## src/rtl/irq_agg_pkg.sv

```systemverilog
package irq_agg_pkg;

    // Configuration register layout (bit 0: polarity, bit 1: drive)
    typedef struct packed {
        logic drv_od;   // 1: open-drain, 0: push-pull
        logic pol_hi;   // 1: active-high, 0: active-low
    } irq_cfg_t;

    localparam int CFG_W = $bits(irq_cfg_t);

    // Line level seen at the pad for a given interrupt state
    function automatic logic line_level(input logic act, input irq_cfg_t c);
        return c.pol_hi ? act : ~act;
    endfunction

endpackage

```

## src/rtl/irq_agg_grp.sv

```systemverilog
module irq_agg_grp #(
    parameter int W = 8
) (
    input  logic         clk,
    input  logic         rst,
    input  logic [W-1:0] ev,
    input  logic         hold,
    input  logic         clr_we,
    input  logic         mask_we,
    input  logic [W-1:0] wdata,
    output logic [W-1:0] evt,
    output logic [W-1:0] mask,
    output logic         pend
);

    logic [W-1:0] shd;
    logic [W-1:0] clr, to_evt, to_shd, merge;

    always_comb begin
        clr    = clr_we ? wdata : '0;
        to_evt = hold ? '0 : ev;
        to_shd = hold ? ev : '0;
        merge  = hold ? '0 : (shd & ~evt & ~clr);
    end

    always_ff @(posedge clk) begin
        if (rst) begin
            evt  <= '0;
            shd  <= '0;
            mask <= '0;
        end else begin
            evt <= (evt & ~clr) | to_evt | merge;
            shd <= (shd | to_shd) & ~merge;
            if (mask_we)
                mask <= wdata;
        end
    end

    assign pend = |(evt & ~mask);

    // an unheld pulse is visible next cycle, even against a clear
    a_r2_pulse_sets: assert property (@(posedge clk) disable iff (rst)
        (!hold && ev != '0) |=> ((evt & $past(ev)) == $past(ev)));

    // nothing new appears in the event register while held
    a_r8_hold_no_new: assert property (@(posedge clk) disable iff (rst)
        hold |=> ((evt & ~$past(evt)) == '0));

    // a held pulse is kept somewhere
    a_r8_hold_kept: assert property (@(posedge clk) disable iff (rst)
        (hold && ev != '0) |=> (((shd | evt) & $past(ev)) == $past(ev)));

    // an eligible shadow bit reaches the event register
    a_r9_merge: assert property (@(posedge clk) disable iff (rst)
        (!hold && (shd & ~evt & ~clr) != '0)
        |=> ((evt & $past(shd & ~evt & ~clr)) == $past(shd & ~evt & ~clr)));

    // a clearing write with no source of new bits leaves the bit clear
    a_r3_w1c: assert property (@(posedge clk) disable iff (rst)
        (clr_we && ev == '0 && shd == '0) |=> ((evt & $past(wdata)) == '0));

endmodule

```

## src/rtl/irq_agg_regif.sv

```systemverilog
module irq_agg_regif
    import irq_agg_pkg::*;
#(
    parameter int NUM_GRP = 4,
    parameter int GRP_W   = 8,
    parameter int ADDR_W  = 4
) (
    input  logic                     clk,
    input  logic                     rst,
    input  logic [ADDR_W-1:0]        reg_addr,
    input  logic                     reg_wr,
    input  logic [GRP_W-1:0]         reg_wdata,
    input  logic                     reg_rd,
    input  logic                     seq_busy,
    input  logic [NUM_GRP*GRP_W-1:0] evt_flat,
    input  logic [NUM_GRP*GRP_W-1:0] mask_flat,
    output logic [NUM_GRP-1:0]       clr_we,
    output logic [NUM_GRP-1:0]       mask_we,
    output logic [NUM_GRP-1:0]       hold,
    output irq_cfg_t                 cfg,
    output logic [GRP_W-1:0]         reg_rdata
);

    localparam int MASK_BASE = NUM_GRP;
    localparam int CFG_ADDR  = 2 * NUM_GRP;

    logic cfg_we;
    assign cfg_we = reg_wr && (reg_addr == ADDR_W'(CFG_ADDR));

    for (genvar g = 0; g < NUM_GRP; g++) begin : g_dec
        assign clr_we[g]  = reg_wr && (reg_addr == ADDR_W'(g));
        assign mask_we[g] = reg_wr && (reg_addr == ADDR_W'(MASK_BASE + g));
        assign hold[g]    = seq_busy || (reg_rd && (reg_addr == ADDR_W'(g)));
    end

    always_ff @(posedge clk) begin
        if (rst)
            cfg <= '0;
        else if (cfg_we)
            cfg <= irq_cfg_t'(reg_wdata[CFG_W-1:0]);
    end

    always_comb begin
        reg_rdata = '0;
        for (int g = 0; g < NUM_GRP; g++) begin
            if (reg_addr == ADDR_W'(g))
                reg_rdata = evt_flat[g*GRP_W +: GRP_W];
            if (reg_addr == ADDR_W'(MASK_BASE + g))
                reg_rdata = mask_flat[g*GRP_W +: GRP_W];
        end
        if (reg_addr == ADDR_W'(CFG_ADDR))
            reg_rdata = GRP_W'(cfg);
    end

    // a read hold targets at most one group unless the sequencer holds all
    a_r8_one_read_hold: assert property (@(posedge clk) disable iff (rst)
        !seq_busy |-> $onehot0(hold));

    // the sequencer holds every group
    a_r10_busy_all: assert property (@(posedge clk) disable iff (rst)
        seq_busy |-> (hold == {NUM_GRP{1'b1}}));

endmodule

```

## src/rtl/irq_agg_pad.sv

```systemverilog
module irq_agg_pad
    import irq_agg_pkg::*;
(
    input  logic     act,
    input  irq_cfg_t cfg,
    output logic     pad_o,
    output logic     pad_oe
);

    logic lvl;

    always_comb begin
        lvl = line_level(act, cfg);
        if (cfg.drv_od) begin
            pad_o  = 1'b0;
            pad_oe = ~lvl;
        end else begin
            pad_o  = lvl;
            pad_oe = 1'b1;
        end
    end

endmodule

```

## src/rtl/irq_agg_top.sv

```systemverilog
module irq_agg_top
    import irq_agg_pkg::*;
#(
    parameter int NUM_GRP = 4,
    parameter int GRP_W   = 8,
    parameter int ADDR_W  = $clog2(2 * NUM_GRP + 2)
) (
    input  logic                     clk,
    input  logic                     rst,
    input  logic [NUM_GRP*GRP_W-1:0] ev_in,
    input  logic                     seq_busy,
    input  logic [ADDR_W-1:0]        reg_addr,
    input  logic                     reg_wr,
    input  logic [GRP_W-1:0]         reg_wdata,
    input  logic                     reg_rd,
    output logic [GRP_W-1:0]         reg_rdata,
    output logic                     irq_o,
    output logic                     irq_oe
);

    logic [NUM_GRP*GRP_W-1:0] evt_flat, mask_flat;
    logic [NUM_GRP-1:0]       clr_we, mask_we, hold, pend;
    irq_cfg_t                 cfg;
    logic                     irq_act;

    irq_agg_regif #(
        .NUM_GRP(NUM_GRP), .GRP_W(GRP_W), .ADDR_W(ADDR_W)
    ) u_regif (
        .clk(clk), .rst(rst),
        .reg_addr(reg_addr), .reg_wr(reg_wr), .reg_wdata(reg_wdata),
        .reg_rd(reg_rd), .seq_busy(seq_busy),
        .evt_flat(evt_flat), .mask_flat(mask_flat),
        .clr_we(clr_we), .mask_we(mask_we), .hold(hold),
        .cfg(cfg), .reg_rdata(reg_rdata)
    );

    for (genvar g = 0; g < NUM_GRP; g++) begin : g_grp
        irq_agg_grp #(.W(GRP_W)) u_grp (
            .clk(clk), .rst(rst),
            .ev(ev_in[g*GRP_W +: GRP_W]),
            .hold(hold[g]),
            .clr_we(clr_we[g]),
            .mask_we(mask_we[g]),
            .wdata(reg_wdata),
            .evt(evt_flat[g*GRP_W +: GRP_W]),
            .mask(mask_flat[g*GRP_W +: GRP_W]),
            .pend(pend[g])
        );
    end

    assign irq_act = |pend;

    irq_agg_pad u_pad (
        .act(irq_act), .cfg(cfg),
        .pad_o(irq_o), .pad_oe(irq_oe)
    );

    // the interrupt is a level; only a register write can drop it
    a_r5_level_held: assert property (@(posedge clk) disable iff (rst)
        (irq_act && !reg_wr) |=> irq_act);

    // push-pull always drives the pad
    a_r7_pp_drives: assert property (@(posedge clk) disable iff (rst)
        !cfg.drv_od |-> irq_oe);

    // open-drain never drives high
    a_r7_od_low_only: assert property (@(posedge clk) disable iff (rst)
        (cfg.drv_od && irq_oe) |-> !irq_o);

endmodule

```

## config.mk

```make
export PLATFORM = sky130hd
export DESIGN_NAME = irq_agg_top
export DESIGN_NICKNAME = d
export VERILOG_FILES = /design/src/rtl/irq_agg_pkg.sv /design/src/rtl/irq_agg_grp.sv /design/src/rtl/irq_agg_regif.sv /design/src/rtl/irq_agg_pad.sv /design/src/rtl/irq_agg_top.sv
export SDC_FILE = /design/constraint.sdc
export NUM_CORES = 1
export LEC_CHECK = 0
export BUFFER_PORTS_ARGS = -buffer_cell sky130_fd_sc_hd__buf_2
export CAP_MARGIN = 20
export CORE_MARGIN = 5
export CORE_UTILIZATION = 50
export CTS_CLUSTER_SIZE = 8
export DETAILED_ROUTE_END_ITERATION = 7
export PLACE_DENSITY = 0.7
export SLEW_MARGIN = 20
export SYNTH_ARGS = -nofsm -noshare
export SYNTH_HDL_FRONTEND = slang
export SYNTH_HIERARCHICAL = 1
export SYNTH_SLANG_ARGS = --single-unit
```

## constraint.sdc

```tcl
create_clock -name clk -period 4 [get_ports clk]
set_clock_uncertainty 0.2 [all_clocks]
set_input_delay 0.6 -clock clk [delete_from_list [all_inputs] [get_ports clk]]
set_output_delay 0.6 -clock clk [all_outputs]
set_load 0.05 [all_outputs]
```

==> impl_metrics.py, run 1 <==
metrics = {
    "sta": {
        "tightest_slew_ns": 1.123,
        "setup_ws_ns": 0.4843,
        "grt_setup_unrepaired": "no",
        "hold_violations": 0,
        "tns_ns": 0,
        "period_needed_ns": 3.516,
        "fin_crit_sh": 0.8789,
        "setup_violations": 0,
        "fmax_mhz": 284.4,
        "relSlewSlack": 0.2516,
        "slew_violations": 0,
        "hold_ws_ns": 0.2859,
    },
    "logic_synthesis": {
        "synth.distinct_cells": 44,
        "synth-seq-area-share": 0.3681,
        "synth-warning-count": 6,
        "syn_area_sq_um": 5330,
        "syn_inst": 660,
        "synth_edf_count": 0,
        "synthFlopType": "dfxtp_1",
        "synth-seq-cells": 98,
        "postSynth.asyncResetShare": 0,
        "synth_nets": 709,
        "avgSynthCellArea_sq_um": 8.076,
    },
    "cts": {
        "root_buffer": "clkbuf_8",
        "numCtsBuffers": 9,
        "cts.sinks": 98,
        "cts_buffer_depth": 2,
        "cts_tree": "yes",
        "cts_hold_buf": 0,
        "htreeDepth": 3,
        "cts_setup_buffers": 0,
        "clk_latency_ns": 0.36,
        "cts_resized": 0,
        "clk_pin_slew_ns": 0.10,
    },
    "layout": {
        "multi_input_area_sq_um": 2958,
        "syn_to_final_growth_pct": 7.864,
        "fillCellCount": 995,
        "layout_common_cells": "98 x dfxtp_1, 80 x nor2_1, 61 x a21oi_1, 57 x buf_2, 52 x o21ai_0",
        "diodes": 0,
        "final_layout_size_suffix_gt1_frac": 0.1657,
        "layout_commonest_cell": "dfxtp_1",
        "fin_nets": 744,
        "seq_area_sq_um": 1962,
        "layoutNonFillerInstCount": 836,
    },
    "grt": {
        "use_met3": 0.05241,
        "met1_usage": 0.3145,
        "antenna_found_initial": 0,
        "grt_usage": 0.2240,
        "grt.met2_usage": 0.3408,
        "grt_overflow": 0,
        "grt_pass1_vias": 4684,
        "grt_pass1_wl_mm": 23.45,
        "grt_start_max_net_pins": 99,
        "top_usage_layer": "met2",
    },
    "setup_path": {
        "crit_chain": "inv_1 > o22ai_1 > or4_1 > or4_1 > xnor2_1 > nor2b_1 > buf_2",
        "cp.required_ns": 3.20,
        "worstSetupPathType": "register to output port",
        "cp_slowest_cell": "or4_1",
        "critPathMaxStageDelay_ns": 0.59,
        "rrSetupSlack_ns": 2.90,
        "end_kind": "output port",
        "critPathMaxFanout": 4,
        "critPathBufInv": 2,
        "startpoint_type": "register",
        "crit_top_cell": "or4_1",
        "worstPathArrival_ns": 2.72,
        "crit_family": "simple AND/OR/NAND/NOR gates",
    },
    "placement": {
        "gp_congestion": 0.9026,
        "dpl.cell_count": 819,
        "io_buffers": 58,
        "dp_hpwl_mm": 9.989,
        "place_ws_ns": 0.8760,
    },
    "floorplanning": {
        "io_pins": 59,
        "die_h_um": 113.3,
        "coreArea_sq_um": 10370,
        "dieArea_sq_um": 12830,
        "die_x_um": 113.3,
        "rows": 37,
        "initial_core_util": 0.5140,
    },
    "power": {
        "p_clk_frac": 0.291,
        "comb_power_share": 0.174,
        "sw_frac_of_total": 0.3052,
        "finalPower_mw": 2.004,
        "p_seq_frac": 0.535,
        "internal-power_mw": 1.392,
        "p_per_area_nw_per_um2": 348.5,
        "peakVddDrop_uv": 252.7,
        "leakagePower_nw": 2.096,
        "power_switching_mw": 0.6115,
    },
    "routing": {
        "drt_iter0_drc": 357,
        "ant_nets": 0,
        "drc": 0,
        "vias_per_cell": 5.752,
        "drtPass1Iterations": 5,
        "post_drt_wl_per_cell_um": 17.20,
        "vias": 4809,
        "finalWirelength_mm": 14.38,
    },
    "hold_path": {
        "hold_class": "register to register",
    },
    "run": {
        "maxCapViolations": 0,
    },
    "status": {
        "outcome": "complete, no violations",
    },
}
==> path summary, 6_finish.rpt <==
check,from,end,cells past startpoint
hold reg to reg,u_regif/cfg[0],u_regif/cfg[0],2
setup / recovery,g_grp[0].u_grp/evt[4],irq_o,7
setup reg to reg,g_grp[3].u_grp/shd[0],g_grp[3].u_grp/evt[0],3
hold / removal,u_regif/cfg[0],u_regif/cfg[0],2
==> through the flow <==
step / instance area (sq um) / utilization
after floorplan: 5330 / -
after global placement: 5574 / 0.5375
after detailed placement: 5574 / 0.5375
after CTS: 5744 / 0.5539
after global routing: 5749 / 0.5544
final: 5749 / 0.5544
==> power by group through the flow <==
stage,clock [mW],sequential (mW),combinational [mW]
after floorplan,0,1.08,0.256
after global placement,0,1.09,0.331
after detailed placement,0,1.09,0.344
after CTS,0.602,1.07,0.345
after global routing,0.648,1.08,0.384
final,0.583,1.07,0.349
==> per-layer routing <==
metal | wire length [um] | part of all wire
met1 | 6583 | 0.46
met2 | 6452 | 0.45
met3 | 1007 | 0.070
met4 | 337 | 0.023
met5 | 0 | 0
==> worst register-to-register path, delay by kind of cell, from the launching register on <==
kind | cells | cell delay [ns]
and+or+nand+nor | 1 | 0.15
AOI/OAI and AO/OA | 2 | 0.27
DFF | 1 | 0.33
==> logic make-up after synthesis <==
kind of cell / after synthesis / synth area share
buffers and inverters: 79 / 0.08169
XOR/XNOR: 1 / 0.001643
multiplexers: 45 / 0.08451
AND/OR/NAND/NOR: 235 / 0.2232
flip-flops: 98 / 0.3681
AO/OA/AOI/OAI: 202 / 0.2408
==> area by class of cell <==
cell class / instances / share of cell area
Inverter: 37 / 0.02416
Sequential cell: 98 / 0.3412
Clock buffer: 11 / 0.02285
Clock inverter: 5 / 0.006746
Tap cell: 136 / 0.02960
Timing Repair Buffer: 66 / 0.06094
Multi-Input combinational cell: 483 / 0.5145
==> cell usage after synthesis (4+ instances only) <==
cell type	number	area, sq um
buf_2	11	55.05
nor2b_1	32	200.2
mux2i_1	45	450.4
o21ai_0	55	275.3
buf_4	4	30.03
inv_1	36	135.1
buf_1	4	15.01
and2b_1	8	60.06
a211oi_2	12	150.1
o21ai_1	5	25.02
and3b_1	5	43.79
nor3_1	4	20.02
or4_1	5	37.54
nand2b_1	37	231.5
nor2_1	80	300.3
clkbuf_1	10	37.54
buf_8	5	75.07
o22ai_1	19	118.9
a21oi_1	61	305.3
nand3_1	8	40.04
o22a_1	5	43.79
a211oi_1	21	157.7
a21oi_2	16	140.1
buf_6	7	78.83
nand2_1	49	183.9
dfxtp_1	98	1962
==> sequential cells by signal (all words and copies together), names as in the netlist <==
signal and flops:
g_grp.u_grp/evt 32, g_grp.u_grp/mask 32, g_grp.u_grp/shd 32, u_regif/cfg 2
Note: power is estimated with default switching activity, not from simulation.
==> run 2: changes to the inputs <==
--- a/config.mk
+++ b/config.mk
@@ -11,7 +11,8 @@
 export CORE_UTILIZATION = 50
 export CTS_CLUSTER_SIZE = 8
 export DETAILED_ROUTE_END_ITERATION = 7
-export PLACE_DENSITY = 0.7
+export HOLD_SLACK_MARGIN = 0.05
+export PLACE_DENSITY = 0.81
 export SLEW_MARGIN = 20
 export SYNTH_ARGS = -nofsm -noshare
 export SYNTH_HDL_FRONTEND = slang
==> run 2 against run 1 <==
  * Sequential power about the same
  * First-iteration DRC count up 57%
  * Register-to-register slack worse by 0.13 ns
  * Via count up 4.2%
  * Fmax up 1.2%
  * Non-clock buffer count up 1
  * Worst setup slack better by 0.042 ns
  * Flip-flop and latch count unchanged
  * Combinational power up 2%
  * Final area up 1.5%
  * Critical path type unchanged
  * Routed wire length up 4.8%
  * Critical endpoint unchanged
  * Utilization up 0.82 points
==> impl_metrics.py, run 2 (same netlist as run 1, synthesis figures left out) <==
metrics = {
    "sta": {
        "setup_violations": 0,
        "slew_violations": 0,
        "tightest_slew_ns": 1.123,
        "fmax_mhz": 287.8,
        "period_needed_ns": 3.474,
        "fin_crit_sh": 0.8685,
        "relSlewSlack": 0.2513,
        "grt_setup_unrepaired": "no",
        "tns_ns": 0,
        "hold_violations": 0,
    },
    "layout": {
        "syn_to_final_growth_pct": 9.460,
        "layout_common_cells": "98 x dfxtp_1, 80 x nor2_1, 61 x a21oi_1, 59 x buf_2, 52 x o21ai_0",
        "final_layout_size_suffix_gt1_frac": 0.1698,
        "layout_commonest_cell": "dfxtp_1",
        "fin_nets": 745,
        "fillCellCount": 958,
        "diodes": 0,
        "reg_top3": "g_grp.u_grp/evt: 32 flops, g_grp.u_grp/mask: 32 flops, g_grp.u_grp/shd: 32 flops",
        "finish.utilization": 0.5626,
    },
    "status": {
        "outcome": "complete, no violations",
    },
    "power": {
        "comb_power_share": 0.160,
        "peakVddDrop_uv": 217.7,
        "leakagePower_nw": 2.144,
        "power_switching_mw": 0.6279,
        "p_clk_frac": 0.357,
        "sw_frac_of_total": 0.2824,
        "p_seq_frac": 0.483,
        "internal-power_mw": 1.596,
        "p_per_area_nw_per_um2": 381.1,
    },
    "grt": {
        "grt_overflow": 0,
        "grt_pass1_wl_mm": 24.40,
        "grt_pass1_vias": 4889,
        "antenna_found_initial": 0,
        "grt_start_max_net_pins": 99,
        "grt_usage": 0.2343,
    },
    "cts": {
        "cts_setup_buffers": 0,
        "clk_latency_ns": 0.38,
        "cts_tree": "yes",
        "cts.sinks": 98,
        "cts_buffer_depth": 2,
        "root_buffer": "clkbuf_8",
        "cts_hold_buf": 0,
        "clk_pin_slew_ns": 0.10,
        "cts_resized": 0,
        "htreeDepth": 3,
        "numCtsBuffers": 9,
    },
    "floorplanning": {
        "io_pins": 59,
        "dieArea_sq_um": 12830,
        "rows": 37,
        "die_x_um": 113.3,
        "coreArea_sq_um": 10370,
        "initial_core_util": 0.5140,
        "die_h_um": 113.3,
    },
    "setup_path": {
        "r2r-start": "g_grp[1].u_grp/shd[7]",
        "critPathMaxFanout": 4,
        "worstSetupPathType": "register to output port",
        "worstPathArrival_ns": 2.67,
        "startpoint_type": "register",
        "end_kind": "output port",
        "rrSetupSlack_ns": 2.77,
        "cp.required_ns": 3.20,
        "r2r_cells": 3,
        "rr_endpoint": "g_grp[1].u_grp/evt[7]",
    },
    "routing": {
        "drtPass1Iterations": 5,
        "post_drt_wl_per_cell_um": 18.00,
        "ant_nets": 0,
        "drt_iter0_drc": 559,
        "finalWirelength_mm": 15.07,
        "vias": 5009,
        "vias_per_cell": 5.984,
        "drc": 0,
    },
    "placement": {
        "gp_congestion": 0.9162,
        "dp_hpwl_mm": 10.40,
        "io_buffers": 58,
    },
    "hold_path": {
        "hold_start": "ev_in[6]",
        "hold_class": "input port to register",
        "hold_end": "g_grp[0].u_grp/evt[6]",
        "hold_path_depth": 3,
    },
    "run": {
        "maxCapViolations": 0,
    },
}
[run 2: cell types whose count changed in the layout (fill, tap and decap cells not counted), sizes merged]
cell,delta
buf,+2
clkbuf,-2
bufinv,+3
inv,-1
clkinvlp,-1
[run 2: worst max-delay path by stage]
stage,endpoint,startpoint,slack [ns]
after CTS,irq_o,g_grp[1].u_grp/mask[4],0.58
after global placement,reg_rdata[6],reg_addr[0],0.98
after global routing,irq_o,g_grp[1].u_grp/mask[4],0.46
final,irq_o,g_grp[1].u_grp/mask[4],0.53
after detailed placement,reg_rdata[3],reg_addr[0],0.84
after floorplan,irq_o,g_grp[1].u_grp/mask[4],0.85
[run 2: per-layer routing]
metal,track usage,vias up,routed length (um),share of wire
li1,-,2351,-,-
met1,0.3122,2346,6322,0.42
met2,0.3760,264,7041,0.47
met3,0.04385,48,1268,0.084
met4,0.09054,0,435,0.029
met5,0,-,0,0
[run 2: power by group through the flow]
stage                     clock network (mW)  logic [mW]  registers, mW
after global routing                   0.841       0.387           1.08
final                                  0.794       0.357           1.07
after CTS                              0.805       0.348           1.07
after global placement                     0       0.326           1.09
after detailed placement                   0       0.345           1.09
after floorplan                            0       0.256           1.08
[run 2: critical path: stages (launching register included)]
cell and delay [ns]:
dfxtp_1 0.41, o22ai_1 0.13, or4_1 0.52, or4_1 0.60
xnor2_1 0.21, nor2b_1 0.16, buf_2 0.27
[run 2: area by class of cell]
type                    count  area (sq um)  share of cell area
repair buffers             67         355.3             0.06090
well taps                 136         170.2             0.02917
flip-flops and latches     98          1962              0.3363
multi-input cells         483          2958              0.5070
clock inverters             6         112.6             0.01930
clock buffers              10         137.6             0.02359
inverters                  37         138.9             0.02380
[run 2: through the flow]
step                      cells  area [sq um]  setup slack (ns)  hold slack, ns  power [mW]
after floorplan             660          5330            0.8499          0.2551       1.332
after global placement      820          5579            0.9775          0.2786       1.417
after detailed placement    820          5579            0.8400          0.2901       1.439
after CTS                   836          5829            0.5771          0.2714       2.225
after global routing        837          5834            0.4568          0.2839       2.307
final                       837          5834            0.5258          0.2805       2.224
==> run 3: changes to the inputs <==
--- a/config.mk
+++ b/config.mk
@@ -8,11 +8,11 @@
 export BUFFER_PORTS_ARGS = -buffer_cell sky130_fd_sc_hd__buf_2
 export CAP_MARGIN = 20
 export CORE_MARGIN = 5
-export CORE_UTILIZATION = 50
+export CORE_UTILIZATION = 55
 export CTS_CLUSTER_SIZE = 8
 export DETAILED_ROUTE_END_ITERATION = 7
 export HOLD_SLACK_MARGIN = 0.05
-export PLACE_DENSITY = 0.81
+export PLACE_DENSITY = 0.86
 export SLEW_MARGIN = 20
 export SYNTH_ARGS = -nofsm -noshare
 export SYNTH_HDL_FRONTEND = slang
==> run 3 against run 2 <==
  * Utilization up 4.2 points
  * Non-clock buffer count unchanged
  * Via count down 1.2%
  * Largest power group unchanged
  * Combinational power down 1%
  * Fmax up 0.30%
  * Total power down 4.3%
  * Clock-buffer cell count down 1
==> impl_metrics.py, run 3 (same netlist as run 1, synthesis figures left out) <==
metrics = {
    "status": {
        "outcome": "complete, no violations",
    },
    "hold_path": {
        "hold_start": "ev_in[6]",
        "hold_class": "input port to register",
        "hold_end": "g_grp[0].u_grp/evt[6]",
        "hold_path_depth": 3,
    },
    "power": {
        "p_per_area_nw_per_um2": 366.9,
        "peakVddDrop_uv": 210.0,
        "leakagePower_nw": 2.121,
        "finalPower_mw": 2.128,
    },
    "grt": {
        "grt_pass1_vias": 4737,
        "grt_overflow": 0,
        "grt_start_max_net_pins": 48,
        "grt_usage": 0.2446,
        "grt_pass1_wl_mm": 22.75,
        "antenna_found_initial": 0,
    },
    "placement": {
        "gp_congestion": 0.9757,
        "dp_hpwl_mm": 10.22,
        "dpl.cell_count": 818,
        "dpl-instance-area_sq_um": 5583,
        "io_buffers": 58,
    },
    "routing": {
        "drc": 0,
        "drtPass1Iterations": 5,
        "post_drt_wl_per_cell_um": 17.19,
        "vias": 4947,
        "drt_iter0_drc": 456,
        "ant_nets": 0,
        "vias_per_cell": 5.932,
        "finalWirelength_mm": 14.34,
    },
    "layout": {
        "seq_area_sq_um": 1962,
        "stdcell_area_sq_um": 5801,
        "fin_nets": 745,
        "layout_common_cells": "98 x dfxtp_1, 80 x nor2_1, 61 x a21oi_1, 58 x buf_2, 52 x o21ai_0",
        "reg_top3": "g_grp.u_grp/evt: 32 flops, g_grp.u_grp/mask: 32 flops, g_grp.u_grp/shd: 32 flops",
        "multi_input_area_sq_um": 2958,
        "layout_commonest_cell": "dfxtp_1",
        "diodes": 0,
        "layoutNonFillerInstCount": 834,
        "final_layout_size_suffix_gt1_frac": 0.1698,
        "fillCellCount": 813,
        "syn_to_final_growth_pct": 8.826,
    },
    "sta": {
        "tns_ns": 0,
        "relSlewSlack": 0.3339,
        "tightest_slew_ns": 0.9915,
        "period_needed_ns": 3.464,
        "setup_violations": 0,
        "slew_violations": 0,
        "fmax_mhz": 288.7,
        "grt_setup_unrepaired": "no",
        "fin_crit_sh": 0.8660,
        "hold_violations": 0,
        "hold_ws_ns": 0.2754,
    },
    "floorplanning": {
        "io_pins": 59,
        "initial_core_util": 0.5556,
        "die_x_um": 108.4,
        "die_h_um": 108.4,
        "dieArea_sq_um": 11760,
        "coreArea_sq_um": 9594,
        "rows": 36,
    },
    "setup_path": {
        "end_kind": "output port",
        "worstPathArrival_ns": 2.66,
        "worstSetupPathType": "register to output port",
        "critPathMaxFanout": 4,
        "cp.required_ns": 3.20,
        "r2r_cells": 3,
        "rrSetupSlack_ns": 2.93,
        "startpoint_type": "register",
        "r2r-start": "g_grp[0].u_grp/shd[1]",
        "rr_endpoint": "g_grp[0].u_grp/evt[1]",
    },
    "cts": {
        "htreeDepth": 3,
        "root_buffer": "clkbuf_8",
        "cts_hold_buf": 0,
        "numCtsBuffers": 9,
        "clk_latency_ns": 0.37,
        "cts_buffer_depth": 2,
        "cts_resized": 0,
        "clk_pin_slew_ns": 0.10,
        "cts.sinks": 98,
        "cts_tree": "yes",
        "cts_setup_buffers": 0,
    },
    "run": {
        "maxCapViolations": 0,
    },
}
[run 3: cell count changes in the layout (fill, tap and decap cells not counted)]
cell / change
clkinv_2: +1
buf_4: +1
inv_6: -1
bufinv_16: -1
clkinvlp_4: +2
buf_2: -1
clkbuf_8: -1
[run 3: how the worst max path moves through the flow]
| stage | start | endpoint | cells past startpoint |
|---|---|---|---|
| detailed placement | reg_addr[0] | g_grp[1].u_grp/evt[3] | 7 |
| global placement | reg_addr[0] | reg_rdata[6] | 6 |
| CTS | g_grp[1].u_grp/evt[0] | irq_o | 7 |
| finish | g_grp[1].u_grp/mask[4] | irq_o | 6 |
| floorplan | g_grp[1].u_grp/mask[4] | irq_o | 5 |
| global route | g_grp[1].u_grp/evt[6] | irq_o | 7 |
[run 3: power by group]
group / switching, mW / internal, mW / leakage [nW]
clock: 0.353 / 0.351 / 0.105
combinational: 0.215 / 0.136 / 1.21
sequential: 0.0483 / 1.02 / 0.802
total: 0.616 / 1.51 / 2.12
[run 3: critical path, cell delays in order, from the launching register on]
cell and delay [ns]:
dfxtp_1 0.42, o22ai_1 0.12, or4_1 0.51, or4_1 0.60, xnor2_1 0.22, nor2b_1 0.15
buf_2 0.26
[run 3: layer usage]
metal	GRT usage	part of all wire
met5	0	0
met4	0.1010	0.027
met3	0.05075	0.074
met2	0.3954	0.48
met1	0.3174	0.42
[run 3: stage by stage]
step	setup slack [ns]	utilization
final	0.5362	0.6046
after global routing	0.3873	0.6046
after CTS	0.5678	0.6046
after detailed placement	0.7636	0.5819
after global placement	0.7986	0.5819
after floorplan	0.8499	-
[run 3: layout make-up]
cell class	count	share of cell area
tap	133	0.02869
clock inverter	7	0.01618
multi-input combinational	483	0.5099
inverter	37	0.02394
sequential	98	0.3382
clock buffer	9	0.02135
timing repair buffer	67	0.06169
